--- config.mk ---
export PLATFORM = sky130hd
export DESIGN_NAME = cc_line_encoder
export DESIGN_NICKNAME = d
export VERILOG_FILES = /design/src/rtl/cc_pkg.sv /design/src/rtl/cc_half_tick.sv /design/src/rtl/cc_field_buf.sv /design/src/rtl/cc_line_ctrl.sv /design/src/rtl/cc_line_encoder.sv
export SDC_FILE = /design/constraint.sdc
export NUM_CORES = 1
export LEC_CHECK = 0
export BUFFER_PORTS_ARGS = -buffer_cell sky130_fd_sc_hd__buf_4
export CAP_MARGIN = 20
export CELL_PAD_IN_SITES_DETAIL_PLACEMENT = 1
export CELL_PAD_IN_SITES_GLOBAL_PLACEMENT = 1
export CORE_ASPECT_RATIO = 1.25
export CORE_MARGIN = 2
export CORE_UTILIZATION = 46
export CTS_CLUSTER_DIAMETER = 120
export DETAILED_ROUTE_END_ITERATION = 10
export PLACE_DENSITY = 0.77
export SLEW_MARGIN = 40
export SYNTH_ARGS = -nofsm -noshare
export SYNTH_HDL_FRONTEND = slang
export SYNTH_HIERARCHICAL = 1
export SYNTH_SLANG_ARGS = --single-unit
export TNS_END_PERCENT = 100
--- constraint.sdc ---
create_clock -name clk -period 3 [get_ports clk]
set_input_delay 0.45 -clock clk [delete_from_list [all_inputs] [get_ports clk]]
set_output_delay 0.45 -clock clk [all_outputs]
set_load 0.02 [all_outputs]
--- src/rtl/cc_pkg.sv ---
package cc_pkg;
  localparam int HALVES      = 64;             // half-bit slots per line
  localparam int HALF_W      = $clog2(HALVES);
  localparam int RUNIN_CYC   = 7;
  localparam int FRAME_LEN   = 3;
  localparam logic [FRAME_LEN-1:0] FRAME_CODE = 3'b100; // index 0 is sent first
  localparam int FR_W        = $clog2(FRAME_LEN);
  localparam int DATA_LEN    = 16;
  localparam int DATA_IW     = $clog2(DATA_LEN);
  localparam int WIN_HALVES  = 2 * (RUNIN_CYC + FRAME_LEN + DATA_LEN);
  localparam int NUM_FIELDS  = 2;
  localparam int FIELD_W     = $clog2(NUM_FIELDS);
  localparam logic [DATA_LEN-1:0] NULL_PAIR = 16'h8080;

  typedef logic [DATA_LEN-1:0] cc_pair_t;
endpackage

--- src/rtl/cc_half_tick.sv ---
// Fractional half-bit slot counter: HALVES slots per line_clks clocks.
module cc_half_tick
  import cc_pkg::*;
#(
  parameter int CLK_W = 12
) (
  input  logic              clk,
  input  logic              rst,
  input  logic              line_start,
  input  logic [CLK_W-1:0]  line_clks,
  output logic [HALF_W-1:0] half_idx
);
  logic [CLK_W-1:0] acc;
  logic [CLK_W:0]   sum;

  assign sum = {1'b0, acc} + (CLK_W+1)'(HALVES);

  always_ff @(posedge clk) begin
    if (rst || line_start) begin
      acc      <= '0;
      half_idx <= '0;
    end else if (sum >= {1'b0, line_clks}) begin
      acc <= CLK_W'(sum - {1'b0, line_clks});
      if (half_idx != HALF_W'(HALVES-1))
        half_idx <= half_idx + 1'b1;
    end else begin
      acc <= CLK_W'(sum);
    end
  end
endmodule

--- src/rtl/cc_field_buf.sv ---
// Per-field holding registers with pending flags; null pair when not pending.
module cc_field_buf
  import cc_pkg::*;
(
  input  logic               clk,
  input  logic               rst,
  input  logic               wr_en,
  input  logic [FIELD_W-1:0] wr_field,
  input  cc_pair_t           wr_data,
  input  logic               take,
  input  logic [FIELD_W-1:0] take_field,
  output cc_pair_t           pair_out
);
  cc_pair_t             hold [NUM_FIELDS];
  logic [NUM_FIELDS-1:0] pend;

  for (genvar f = 0; f < NUM_FIELDS; f++) begin : g_field
    always_ff @(posedge clk) begin
      if (rst) begin
        hold[f] <= NULL_PAIR;
        pend[f] <= 1'b0;
      end else if (wr_en && wr_field == FIELD_W'(f)) begin
        hold[f] <= wr_data;
        pend[f] <= 1'b1;
      end else if (take && take_field == FIELD_W'(f)) begin
        pend[f] <= 1'b0;
      end
    end
  end

  assign pair_out = pend[take_field] ? hold[take_field] : NULL_PAIR;
endmodule

--- src/rtl/cc_line_ctrl.sv ---
// Line and field tracking; flags the start of the encoding line.
module cc_line_ctrl
  import cc_pkg::*;
#(
  parameter int LINE_W       = 10,
  parameter int ADJ_W        = 4,
  parameter int DEFAULT_LINE = 21
) (
  input  logic               clk,
  input  logic               rst,
  input  logic               line_start,
  input  logic               field_start,
  input  logic [FIELD_W-1:0] field_sel,
  input  logic [ADJ_W-1:0]   line_adj,
  output logic               take,
  output logic [FIELD_W-1:0] take_field
);
  logic [LINE_W-1:0]  line_num;
  logic [FIELD_W-1:0] cur_field;
  logic [LINE_W-1:0]  next_line;
  logic [LINE_W-1:0]  target;

  assign target     = LINE_W'(DEFAULT_LINE)
                    + {{(LINE_W-ADJ_W){line_adj[ADJ_W-1]}}, line_adj};
  assign next_line  = field_start ? LINE_W'(1) : line_num + LINE_W'(1);
  assign take_field = field_start ? field_sel : cur_field;
  assign take       = line_start && (next_line == target);

  always_ff @(posedge clk) begin
    if (rst) begin
      line_num  <= '0;
      cur_field <= '0;
    end else if (line_start) begin
      line_num  <= next_line;
      cur_field <= take_field;
    end
  end
endmodule

--- src/rtl/cc_line_encoder.sv ---
module cc_line_encoder
  import cc_pkg::*;
#(
  parameter int CLK_W        = 12,
  parameter int LINE_W       = 10,
  parameter int ADJ_W        = 4,
  parameter int LVL_W        = 10,
  parameter int DEFAULT_LINE = 21,
  parameter int START_HALF   = 6,
  parameter int LVL_LO       = 0,
  parameter int LVL_HI       = 200
) (
  input  logic              clk,
  input  logic              rst,
  input  logic              line_start,
  input  logic              field_start,
  input  logic              field_sel,
  input  logic [CLK_W-1:0]  line_clks,
  input  logic [ADJ_W-1:0]  line_adj,
  input  logic              wr_en,
  input  logic              wr_field,
  input  logic [15:0]       wr_data,
  output logic [LVL_W-1:0]  cc_level,
  output logic              cc_gate
);
  localparam int BIT_W   = HALF_W - 1;
  localparam int WIN_END = START_HALF + WIN_HALVES;

  logic [HALF_W-1:0]  half_idx;
  logic               take;
  logic [FIELD_W-1:0] take_field;
  cc_pair_t           pair_sel;
  cc_pair_t           frame_q;
  logic               active_q;

  cc_half_tick #(.CLK_W(CLK_W)) u_tick (
    .clk(clk), .rst(rst), .line_start(line_start),
    .line_clks(line_clks), .half_idx(half_idx)
  );

  cc_line_ctrl #(.LINE_W(LINE_W), .ADJ_W(ADJ_W), .DEFAULT_LINE(DEFAULT_LINE)) u_ctrl (
    .clk(clk), .rst(rst), .line_start(line_start), .field_start(field_start),
    .field_sel(field_sel), .line_adj(line_adj),
    .take(take), .take_field(take_field)
  );

  cc_field_buf u_buf (
    .clk(clk), .rst(rst), .wr_en(wr_en), .wr_field(wr_field), .wr_data(wr_data),
    .take(take), .take_field(take_field), .pair_out(pair_sel)
  );

  // Latch the frame for the line that is starting.
  always_ff @(posedge clk) begin
    if (rst) begin
      active_q <= 1'b0;
      frame_q  <= NULL_PAIR;
    end else if (line_start) begin
      active_q <= take;
      if (take) frame_q <= pair_sel;
    end
  end

  // Symbol selection from the half-bit slot.
  logic              in_win;
  logic              sym;
  logic [HALF_W-1:0] k;
  logic [BIT_W-1:0]  bitn;
  logic [FR_W-1:0]   fsel;
  logic [DATA_IW-1:0] dsel;

  assign in_win = active_q
               && (half_idx >= HALF_W'(START_HALF))
               && ({1'b0, half_idx} < (HALF_W+1)'(WIN_END));
  assign k    = half_idx - HALF_W'(START_HALF);
  assign bitn = k[HALF_W-1:1];
  assign fsel = FR_W'(bitn - BIT_W'(RUNIN_CYC));
  assign dsel = DATA_IW'(bitn - BIT_W'(RUNIN_CYC + FRAME_LEN));

  always_comb begin
    if (bitn < BIT_W'(RUNIN_CYC))
      sym = ~k[0];
    else if (bitn < BIT_W'(RUNIN_CYC + FRAME_LEN))
      sym = FRAME_CODE[fsel];
    else
      sym = frame_q[dsel];
  end

  always_ff @(posedge clk) begin
    if (rst) begin
      cc_level <= LVL_W'(LVL_LO);
      cc_gate  <= 1'b0;
    end else begin
      cc_level <= (in_win && sym) ? LVL_W'(LVL_HI) : LVL_W'(LVL_LO);
      cc_gate  <= in_win;
    end
  end
endmodule

# ---- Yosys cells after proc, flatten, opt, wreduce, memory -nomap -nowiden
# Memory sizes are Yosys's and may differ from the RTL's.
# Index checks and enable logic that the tools add are counted.
dict set report totals {
  ff_bits 59
  ram_bits 32
  inputBits 39
  output_inout_bits 11
  wordCells 74
  memories 1
}
# name words width read_ports rd_ports_with_merged_regs write_ports line_no
set mem_list {}
lappend mem_list {u_buf.hold 2 16 1 0 2 cc_field_buf.sv:14} ;# cc_pair_t hold [NUM_FIELDS];
dict set report classes {
  addsub 8
  order_cmp 8
  eq_ne 2
  muxes 27
  bitwise_logic 5
  n_reduce_logical 13
}
# op count
set op_table {}
lappend op_table {{$mux W16} 3}
lappend op_table {{$mux W1} 19}
lappend op_table {{$add A12 B7 Y13 const B} 1}
lappend op_table {{$ge A13 B12 Y1} 1}
lappend op_table {{$mux W12} 1}
lappend op_table {{$sub A12 B12 Y12} 1}
lappend op_table {{$add A10 B1 Y10 const B} 1}
lappend op_table {{$eq A10 B10 Y1} 1}
lappend op_table {{$mux W10} 1}
lappend op_table {{$logic_and A1 B1 Y1} 8}
lappend op_table {{$mux W8} 1}
lappend op_table {{$add A6 B4 Y7 const A} 1}
lappend op_table {{$add A6 B1 Y6 const B} 1}
lappend op_table {{$ge A6 B3 Y1 const B} 1}
lappend op_table {{$lt A6 B6 Y1 const B} 1}
lappend op_table {{$ne A6 B6 Y1 const B} 1}
lappend op_table {{$sub A6 B3 Y6 const B} 1}
lappend op_table {{$lt A4 B5 Y1 const B} 1}
lappend op_table {{$lt A5 B3 Y1 const B} 1}
lappend op_table {{$lt A5 B4 Y1 const B} 1}
lappend op_table {{$bmux W1 S4} 1}
lappend op_table {{$reduce_and A2 Y1} 2}
lappend op_table {{$reduce_bool A2 Y1} 2}
lappend op_table {{$sub A4 B4 Y4 const B} 1}
lappend op_table {{other kinds (7)} 10}

# ---- Depth between registers and ports, before layout
# Gate-level depths: netlist of the first run.
dict set report depth {
  depth_word 8
  ltp_mapped 11
  mapped_depth_nobuf 10
}

# ---- Hierarchy
# The synthesis of the first run kept the hierarchy.
# module n_inst cells_each area_per_inst_um2 seq_area_each_um2
set modules_own_cells {}
lappend modules_own_cells {cc_field_buf 1 118 1490.2 1001.0}
lappend modules_own_cells {cc_half_tick 1 172 1488.9 360.3}
lappend modules_own_cells {cc_line_encoder 1 133 1139.8 380.4}
lappend modules_own_cells {cc_line_ctrl 1 113 828.3 220.2}

# ---- Worst setup path after synthesis of the first run
# No wires, ideal clock.
dict set report synth_path {
  path_type {register -> register}
  from {register u_ctrl.line_num[1]}
  to {register frame_q[10]}
  setup_ns 0.070
  t_arrival_ns 2.613
  required_time_ns 2.930
  slack_ns 0.316
  stages_incl_launch_ff 12
  path_buffers 2
  synth_period_minus_slack_ns 2.684
  cell_sequence {dfxtp_1 > ha_1 > nand3_2 > xor2_1 > or2_0 > a211o_1 > a2111oi_2 > and2_1 > clkbuf_1 > clkbuf_1 > nand2_1 > a21oi_1}
}
dict set report synth_via {
  elab_chain_cells 5
}
# item line_no
set synth_rtl {}
lappend synth_rtl {{start: declaration} cc_line_ctrl.sv:18} ;# logic [LINE_W-1:0] line_num;
lappend synth_rtl {{start signal: assignment} cc_line_ctrl.sv:34} ;# line_num <= next_line;
lappend synth_rtl {{$add A10 B1 Y10} cc_line_ctrl.sv:25} ;# assign next_line = field_start ? LINE_W'(1) : line_num + LINE_W'(1);
lappend synth_rtl {{$mux W10} cc_line_ctrl.sv:25}
lappend synth_rtl {{$eq A10 B10 Y1} cc_line_ctrl.sv:27} ;# assign take = line_start && (next_line == target);
lappend synth_rtl {{$logic_and A1 B1 Y1} cc_line_ctrl.sv:27}
lappend synth_rtl {{named net take} cc_line_encoder.sv:30} ;# logic take;
lappend synth_rtl {{$reduce_and A2 Y1 (no line)} n/a}
lappend synth_rtl {{end signal: assignment} cc_line_encoder.sv:59} ;# if (take) frame_q <= pair_sel;
lappend synth_rtl {{end: declaration} cc_line_encoder.sv:33} ;# cc_pair_t frame_q;
# The timed path passes the listed nets, and every way through them passes these cells.
# A chain may end at the register's enable or synchronous reset.

# ---- Final worst setup path of the first run
dict set report layout_path {
  from {register u_ctrl.line_num[1]}
  to {register frame_q[9]}
}
# Same word-level chain as after synthesis.

==> results.py, run 1 <==
metrics = {
    "run_status": {
        "run_status": "completed",
    },
    "worst_setup_path": {
        "timing.critical_path.fanout_max": 16,
        "worst-r2r-cell-count": 10,
        "worstPathRequired_ps": 3260,
        "crit_start_category": "register",
        "worstPathArrival_ps": 2980,
        "end_kind": "register",
        "critPathKind": "reg -> reg",
    },
    "place": {
        "dpl.hpwl_um": 8250,
        "gp_congestion": 0.838,
        "dpl_worst_slack_ps": 201,
        "numPortBuffers": 42,
    },
    "global_routing": {
        "global_route_total_usage_across_every_layer": 0.204,
        "number_of_antenna_violations_at_the_first_check_in_global_routing": 0,
        "grt_first_pass_wirelength_um": 19600,
        "grt_start_max_net_pins": 36,
        "number_of_global_route_vias_before_repair": 4171,
        "grt_overflow_total": 0,
    },
    "synthesis": {
        "synth_sequential_area_ratio": 0.397,
        "ys.flop_type": "sky130_fd_sc_hd__dfxtp_1",
        "synth_edf_count": 32,
        "yosys_warning_count": 6,
        "synth.ff_latch_count": 82,
        "ys_async_sr_fraction": 0,
        "synth_area_mm2": 0.00495,
        "adder_and_majority_cell_fraction_of_the_synthesized_area": 0.0546,
        "synth_compound_gate_area_share": 0.179,
        "synth-xor-area-share": 0.0440,
        "yosys.area_share.simple": 0.230,
        "distinct_cells_synth": 88,
        "avgSynthCellArea_um2": 9.23,
        "synth_top_family_by_area": "simple AND/OR/NAND/NOR gates",
        "synthMuxAreaShare": 0.0336,
        "post_synth_inst_count": 536,
    },
    "clocking": {
        "cts.htree.levels": 3,
        "hold_buffers": 0,
        "number_of_buffers_created_by_cts": 9,
        "cts_post_setup_buffers_inserted": 0,
        "clkSlewWorstSetupHoldPaths_ps": 70,
        "cts.path.max_buffers": 2,
        "tritoncts_num_sinks": 82,
        "root_buffer": "sky130_fd_sc_hd__clkbuf_16",
        "tritoncts_clock_tree": "yes",
        "clk-insertion-delay-late_ps": 340,
    },
    "timing": {
        "grt_setup_unrepaired": "no",
        "timing_worst_slew_pin_value_ps": 788,
        "skew_ps": 8.43,
        "postLayoutSetupSlackWorst_ps": 274,
        "timing_max_transition_violations_final": 0,
        "setup-violations-final": 0,
        "final_min_period_over_clock_period": 0.909,
        "summed_negative_setup_slack_over_all_endpoints_ps": 0,
        "fmax_ghz": 0.367,
        "layout_min_cycle_time_ps": 2730,
        "timing.slew.headroom": 0.475,
        "report.final.hold_viol_count": 0,
    },
    "routing": {
        "finalWirelength_um": 11400,
        "drc": 0,
        "wl_per_cell_um": 16.1,
        "detailroute.via_count": 3937,
        "avgViaCountPerCell": 5.59,
        "detail-route-antenna-nets": 0,
        "dr.pass1.iters": 4,
        "first_iter_violations": 116,
    },
    "hold_path": {
        "worstHoldPathCells": 2,
        "worstHoldPathType": "in -> reg",
    },
    "pwr": {
        "ir_worst_vdd_mv": 0.336,
        "netSwitchingFraction": 0.256,
        "total_leakage_power_nw": 2.20,
        "share_seq_of_total_power": 0.480,
        "cell_area_power_density_mw_per_mm2": 453,
        "p_comb_frac": 0.106,
        "internal-power_mw": 1.89,
        "pwr-share-clk": 0.414,
        "p_sw_mw": 0.651,
    },
    "layout": {
        "design.final.nets": 627,
        "post-route-util": 0.533,
        "drive_gt1_frac": 0.178,
        "area_delta_synth_final_pct": 13.2,
        "layout.cells.most_common_list": "sky130_fd_sc_hd__nand2_1 (63), sky130_fd_sc_hd__nor2_1 (60), sky130_fd_sc_hd__dfxtp_1 (50), sky130_fd_sc_hd__buf_4 (50), sky130_fd_sc_hd__a21oi_1 (41)",
        "mostFrequentLayoutCell": "sky130_fd_sc_hd__nand2_1",
        "fillerInstances": 1241,
        "antenna_cells_inserted": 0,
    },
    "floorplanning": {
        "floorplan.die.width_um": 96.8,
        "die_area_mm2": 0.0116,
        "die_height_um": 120,
        "placement_rows": 42,
        "num_io_pins": 50,
        "design.core.area_mm2": 0.0105,
        "start_util": 0.471,
    },
    "job": {
        "timing.max_cap.violations": 0,
    },
}
per-layer routing:
layer | GRT usage | vias to the layer above | part of all wire
li1 | - | 1956 | -
met1 | 0.241 | 1917 | 0.44
met2 | 0.366 | 51 | 0.52
met3 | 0.0355 | 13 | 0.023
met4 | 0.0801 | 0 | 0.016
met5 | 0 | - | 0
final cells by class:
| type | instances | area [µm²] | area share |
|---|---|---|---|
| tap | 132 | 165 | 0.0295 |
| inverter | 23 | 86.3 | 0.0154 |
| sequential | 82 | 1960 | 0.350 |
| multi-input combinational | 400 | 2720 | 0.485 |
| clock inverter | 7 | 58.8 | 0.0105 |
| clock buffer | 9 | 225 | 0.0402 |
| timing repair buffer | 51 | 387 | 0.0690 |
repair_timing:
| action | 4_1_cts | 5_1_grt |
|---|---|---|
| gates resized for setup | 0 | 1 |
| endpoints found under the hold margin | 0 | 0 |
| endpoints found under the setup margin | 0 | 13 |
worst paths after layout:
check / startpoint / endpoint / slack (ps)
setup / recovery: u_ctrl/line_num[1] / frame_q[9] / 270
hold / removal: wr_data[15] / u_buf/hold[1][15] / 390
setup reg to reg: u_ctrl/line_num[1] / frame_q[9] / 270
hold reg to reg: frame_q[2] / frame_q[2] / 460
critical path, cell delays in order (launching register included):
cell and delay [ps]:
sky130_fd_sc_hd__dfxtp_1 460, sky130_fd_sc_hd__ha_1 330, sky130_fd_sc_hd__xnor2_1 230, sky130_fd_sc_hd__nor2_1 110
sky130_fd_sc_hd__xor2_1 160, sky130_fd_sc_hd__a211o_1 340, sky130_fd_sc_hd__a2111oi_4 390, sky130_fd_sc_hd__and2_1 180
sky130_fd_sc_hd__buf_4 200, sky130_fd_sc_hd__nand2_1 80, sky130_fd_sc_hd__a21oi_1 150
synth_stat cells (2+ instances only):
cell type	n	share of area
sky130_fd_sc_hd__a21o_1	5	0.0076
sky130_fd_sc_hd__o21ai_1	2	0.0020
sky130_fd_sc_hd__o22ai_1	4	0.0051
sky130_fd_sc_hd__xor2_1	6	0.011
sky130_fd_sc_hd__mux4_1	2	0.011
sky130_fd_sc_hd__nand2_1	63	0.048
sky130_fd_sc_hd__nor2b_1	3	0.0038
sky130_fd_sc_hd__a22oi_1	3	0.0046
sky130_fd_sc_hd__nand2b_1	21	0.027
sky130_fd_sc_hd__a211o_1	3	0.0053
sky130_fd_sc_hd__a31o_2	2	0.0035
sky130_fd_sc_hd__o22a_1	2	0.0035
sky130_fd_sc_hd__clkbuf_1	13	0.0099
sky130_fd_sc_hd__and3_4	3	0.0068
sky130_fd_sc_hd__nand3_2	2	0.0040
sky130_fd_sc_hd__mux2i_1	8	0.016
sky130_fd_sc_hd__buf_1	2	0.0015
sky130_fd_sc_hd__a211oi_2	2	0.0051
sky130_fd_sc_hd__nand3b_1	2	0.0030
sky130_fd_sc_hd__or3_1	8	0.010
sky130_fd_sc_hd__o21bai_1	3	0.0046
sky130_fd_sc_hd__inv_1	20	0.015
sky130_fd_sc_hd__nand4_1	5	0.0063
sky130_fd_sc_hd__nor3_1	10	0.010
sky130_fd_sc_hd__ha_1	20	0.051
sky130_fd_sc_hd__buf_4	9	0.014
sky130_fd_sc_hd__and3_1	3	0.0038
sky130_fd_sc_hd__nor3_2	2	0.0040
sky130_fd_sc_hd__a31oi_1	5	0.0063
sky130_fd_sc_hd__a22o_1	13	0.023
sky130_fd_sc_hd__nand3_1	12	0.012
sky130_fd_sc_hd__clkinv_1	2	0.0015
sky130_fd_sc_hd__a21oi_1	41	0.041
sky130_fd_sc_hd__edfxtp_1	32	0.19
sky130_fd_sc_hd__and2_1	2	0.0025
sky130_fd_sc_hd__buf_6	4	0.0091
sky130_fd_sc_hd__o21ai_0	11	0.011
sky130_fd_sc_hd__or2_0	2	0.0025
sky130_fd_sc_hd__dfxtp_1	50	0.20
sky130_fd_sc_hd__xnor2_1	17	0.030
sky130_fd_sc_hd__and4b_1	2	0.0040
sky130_fd_sc_hd__nor4_1	2	0.0025
sky130_fd_sc_hd__and3_2	2	0.0030
sky130_fd_sc_hd__nor2_1	60	0.046
sky130_fd_sc_hd__buf_2	8	0.0081
power by group through the flow:
stage               Combinational, mW  Sequential, mW  Clock, mW
floorplan                       0.188            1.24          0
global placement                0.260            1.24          0
detailed placement              0.269            1.24          0
CTS                             0.270            1.22       1.08
global route                    0.299            1.22       1.13
finish                          0.270            1.22       1.05
cell families (layout without fill, tap and decap cells):
logic type,count (synthesis),after routing
simple gates,218,218
compound gates,118,118
flops,82,82
buf+inv,60,90
xor+xnor,24,24
fa+ha+maj,21,21
mux,12,12
other cells,1,7
stage by stage:
step	area, µm²	std cells	hold slack, ps	total power, mW
finish	5600	704	390	2.54
CTS	5580	703	376	2.57
floorplan	4970	542	430	1.43
global placement	5290	687	440	1.50
detailed placement	5290	687	456	1.51
global route	5600	704	380	2.65
registers in the layout, indices dropped and copies added, names as in the netlist:
signal,cells
u_buf/pend,2
u_ctrl/line_num,10
cc_level,1
active_q,1
u_buf/hold,32
u_tick/half_idx,6
u_ctrl/cur_field,1
frame_q,16
cc_gate,1
u_tick/acc,12
No activity file was read; power rests on OpenSTA's default activity.
==> run 2, diff against run 1 <==
--- a/config.mk
+++ b/config.mk
@@ -5,13 +5,14 @@
 export SDC_FILE = /design/constraint.sdc
 export NUM_CORES = 1
 export LEC_CHECK = 0
+export ABC_AREA = 1
 export BUFFER_PORTS_ARGS = -buffer_cell sky130_fd_sc_hd__buf_4
 export CAP_MARGIN = 20
 export CELL_PAD_IN_SITES_DETAIL_PLACEMENT = 1
 export CELL_PAD_IN_SITES_GLOBAL_PLACEMENT = 1
 export CORE_ASPECT_RATIO = 1.25
 export CORE_MARGIN = 2
-export CORE_UTILIZATION = 46
+export CORE_UTILIZATION = 43
 export CTS_CLUSTER_DIAMETER = 120
 export DETAILED_ROUTE_END_ITERATION = 10
 export PLACE_DENSITY = 0.77
==> run 2 against run 1 <==
Critical path depth grew 3; count of clock-buffer cells in the layout is the same; register-to-register slack gained 98 ps; first-iteration DRC count grew 16%; cell count grew 34%; synthesized area grew 5.9%; die area grew 13%; routed wire length grew 12%; critical path type unchanged; largest cell class unchanged; largest power group unchanged; highest routed layer unchanged.
==> results.py, run 2 <==
metrics = {
    "global_routing": {
        "grt_start_max_net_pins": 28,
        "grt_overflow_total": 0,
        "number_of_antenna_violations_at_the_first_check_in_global_routing": 0,
        "grt_first_pass_wirelength_um": 21800,
        "global_route_total_usage_across_every_layer": 0.207,
        "number_of_global_route_vias_before_repair": 4902,
    },
    "run_status": {
        "run_status": "completed",
    },
    "floorplanning": {
        "die_height_um": 127,
        "floorplan.die.width_um": 103,
        "die_area_mm2": 0.0131,
        "start_util": 0.435,
        "placement_rows": 45,
        "num_io_pins": 50,
        "design.core.area_mm2": 0.0120,
    },
    "synthesis": {
        "ys_async_sr_fraction": 0,
        "synth_area_mm2": 0.00524,
        "yosys_warning_count": 6,
        "leading_post_synthesis_cells_by_cell_area": "sky130_fd_sc_hd__dfxtp_1 (19%), sky130_fd_sc_hd__edfxtp_1 (18%), sky130_fd_sc_hd__nand2_1 (14%)",
        "distinct_cells_synth": 40,
        "synth_top_area_share": 0.191,
        "synth_sequential_area_ratio": 0.374,
        "avgSynthCellArea_um2": 7.07,
        "synth_edf_count": 32,
        "post_synth_inst_count": 741,
        "ys.flop_type": "sky130_fd_sc_hd__dfxtp_1",
        "synth.ff_latch_count": 82,
        "netlist.top_cell.by_area": "sky130_fd_sc_hd__dfxtp_1",
        "synth_most_common_cell": "sky130_fd_sc_hd__nand2_1",
        "synth_commonest_cells": "sky130_fd_sc_hd__nand2_1 (190), sky130_fd_sc_hd__nor2_1 (108), sky130_fd_sc_hd__inv_1 (103)",
    },
    "pwr": {
        "total_leakage_power_nw": 2.89,
        "cell_area_power_density_mw_per_mm2": 476,
        "ir_worst_vdd_mv": 0.348,
    },
    "clocking": {
        "root_buffer": "sky130_fd_sc_hd__clkbuf_16",
        "tritoncts_clock_tree": "yes",
        "cts.htree.levels": 3,
        "cts.path.max_buffers": 2,
        "number_of_buffers_created_by_cts": 9,
        "tritoncts_num_sinks": 82,
        "hold_buffers": 0,
        "ctsResizeCount": 0,
        "cts_post_setup_buffers_inserted": 0,
        "clkSlewWorstSetupHoldPaths_ps": 70,
        "clk-insertion-delay-late_ps": 340,
    },
    "layout": {
        "antenna_cells_inserted": 0,
        "fillerInstances": 1597,
        "non_filler_cells_final": 943,
        "mostFrequentLayoutCell": "sky130_fd_sc_hd__nand2_1",
        "top_regs": "u_buf/hold (32), frame_q (16), u_tick/acc (12)",
        "drive_gt1_frac": 0.153,
        "post-route-util": 0.489,
        "layout.cells.most_common_list": "sky130_fd_sc_hd__nand2_1 (190), sky130_fd_sc_hd__nor2_1 (108), sky130_fd_sc_hd__inv_1 (103)",
        "ff_latch_area_mm2": 0.00196,
        "area_delta_synth_final_pct": 12.4,
        "design.final.nets": 834,
        "largest_register_ff_count": 32,
        "largest_register": "u_buf/hold",
        "multi_input_comb_area_mm2": 0.00261,
    },
    "timing": {
        "timing.slew.headroom": 0.501,
        "setup-violations-final": 0,
        "skew_ps": 7.18,
        "summed_negative_setup_slack_over_all_endpoints_ps": 0,
        "timing_worst_slew_pin_value_ps": 747,
        "final_min_period_over_clock_period": 0.876,
        "grt_setup_unrepaired": "no",
        "layout_min_cycle_time_ps": 2630,
        "fmax_ghz": 0.381,
        "timing_max_transition_violations_final": 0,
        "finalHoldWorstSlack_ps": 370,
        "report.final.hold_viol_count": 0,
    },
    "place": {
        "numPortBuffers": 42,
        "dpl.hpwl_um": 9450,
        "gp_congestion": 0.814,
        "dp.cells": 927,
    },
    "routing": {
        "detail-route-antenna-nets": 0,
        "dr.pass1.iters": 4,
        "detailroute.via_count": 4647,
        "drc": 0,
        "drt-met1-wl_um": 5330,
        "finalWirelength_um": 12700,
        "first_iter_violations": 135,
        "dr.max_layer_used": "met4",
        "wl_met3_um": 365,
        "avgViaCountPerCell": 4.93,
        "wl_per_cell_um": 13.5,
        "detailroute.wirelength.met2_um": 6800,
    },
    "worst_setup_path": {
        "timing.critical_path.fanout_max": 27,
        "critPathKind": "reg -> reg",
        "end_kind": "register",
        "crit_start_category": "register",
        "worstPathRequired_ps": 3270,
        "worstPathArrival_ps": 2900,
    },
    "job": {
        "timing.max_cap.violations": 0,
    },
    "hold_path": {
        "worstHoldPathType": "in -> reg",
    },
}
-- run 2: through the flow --
step | worst slack [ps] | power [mW] | instance area (µm²)
finish | 372 | 2.80 | 5890
global route | 30.6 | 2.92 | 5890
CTS | 366 | 2.83 | 5890
detailed placement | 374 | 1.61 | 5570
global placement | 468 | 1.59 | 5570
floorplan | 900 | 1.52 | 5260
-- run 2: metal layers --
metal	vias to the layer above	track usage
met4	0	0.0704
met3	18	0.0367
met1	2190	0.228
met5	-	0
li1	2374	-
met2	65	0.391
-- run 2: worst max-delay path: stages (launching register included) --
cell                      delay (ps)
sky130_fd_sc_hd__dfxtp_1         370
sky130_fd_sc_hd__ha_1            230
sky130_fd_sc_hd__nand3_1         130
sky130_fd_sc_hd__xor2_1          210
sky130_fd_sc_hd__ha_1            290
sky130_fd_sc_hd__nand2_1         150
sky130_fd_sc_hd__inv_1            80
sky130_fd_sc_hd__nand3_1          80
sky130_fd_sc_hd__nor2_1           60
sky130_fd_sc_hd__nor2_2          150
sky130_fd_sc_hd__nand3_4         310
sky130_fd_sc_hd__inv_2           310
sky130_fd_sc_hd__nor2_1           60
sky130_fd_sc_hd__nor2_1          120
-- run 2: power breakdown --
| group | internal (mW) | switching [mW] | total [mW] | leakage (nW) |
|---|---|---|---|---|
| clock network | 0.736 | 0.478 | 1.21 | 0.157 |
| logic | 0.125 | 0.228 | 0.353 | 2.00 |
| registers | 1.21 | 0.0270 | 1.24 | 0.729 |
-- run 2: cell type report --
class                   instances  area share
repair buffers                 45      0.0573
clock buffers                   9      0.0382
flip-flops and latches         82       0.333
multi-input cells             522       0.443
clock inverters                 7      0.0170
well taps                     164      0.0348
inverters                     114      0.0763
-- run 2: cells by family after synthesis --
kind of cell | share of synthesized area
AND/OR/NAND/NOR | 0.343
AO/OA/AOI/OAI | 0.0759
XOR/XNOR | 0.0232
flip-flops | 0.374
other | 0.000715
buffers and inverters | 0.132
adder cells (fa/ha/maj) | 0.0516
-- run 2: worst paths after layout --
| check | slack (ps) | cells after the start | to | startpoint |
|---|---|---|---|---|
| worst max-delay path | 370 | 13 | u_tick/acc[1] | u_tick/acc[6] |
| worst min-delay path | 370 | 2 | u_ctrl/line_num[8] | rst |
| worst max register to register | 370 | 13 | u_tick/acc[1] | u_tick/acc[6] |
| worst min register to register | 490 | 2 | frame_q[15] | frame_q[15] |
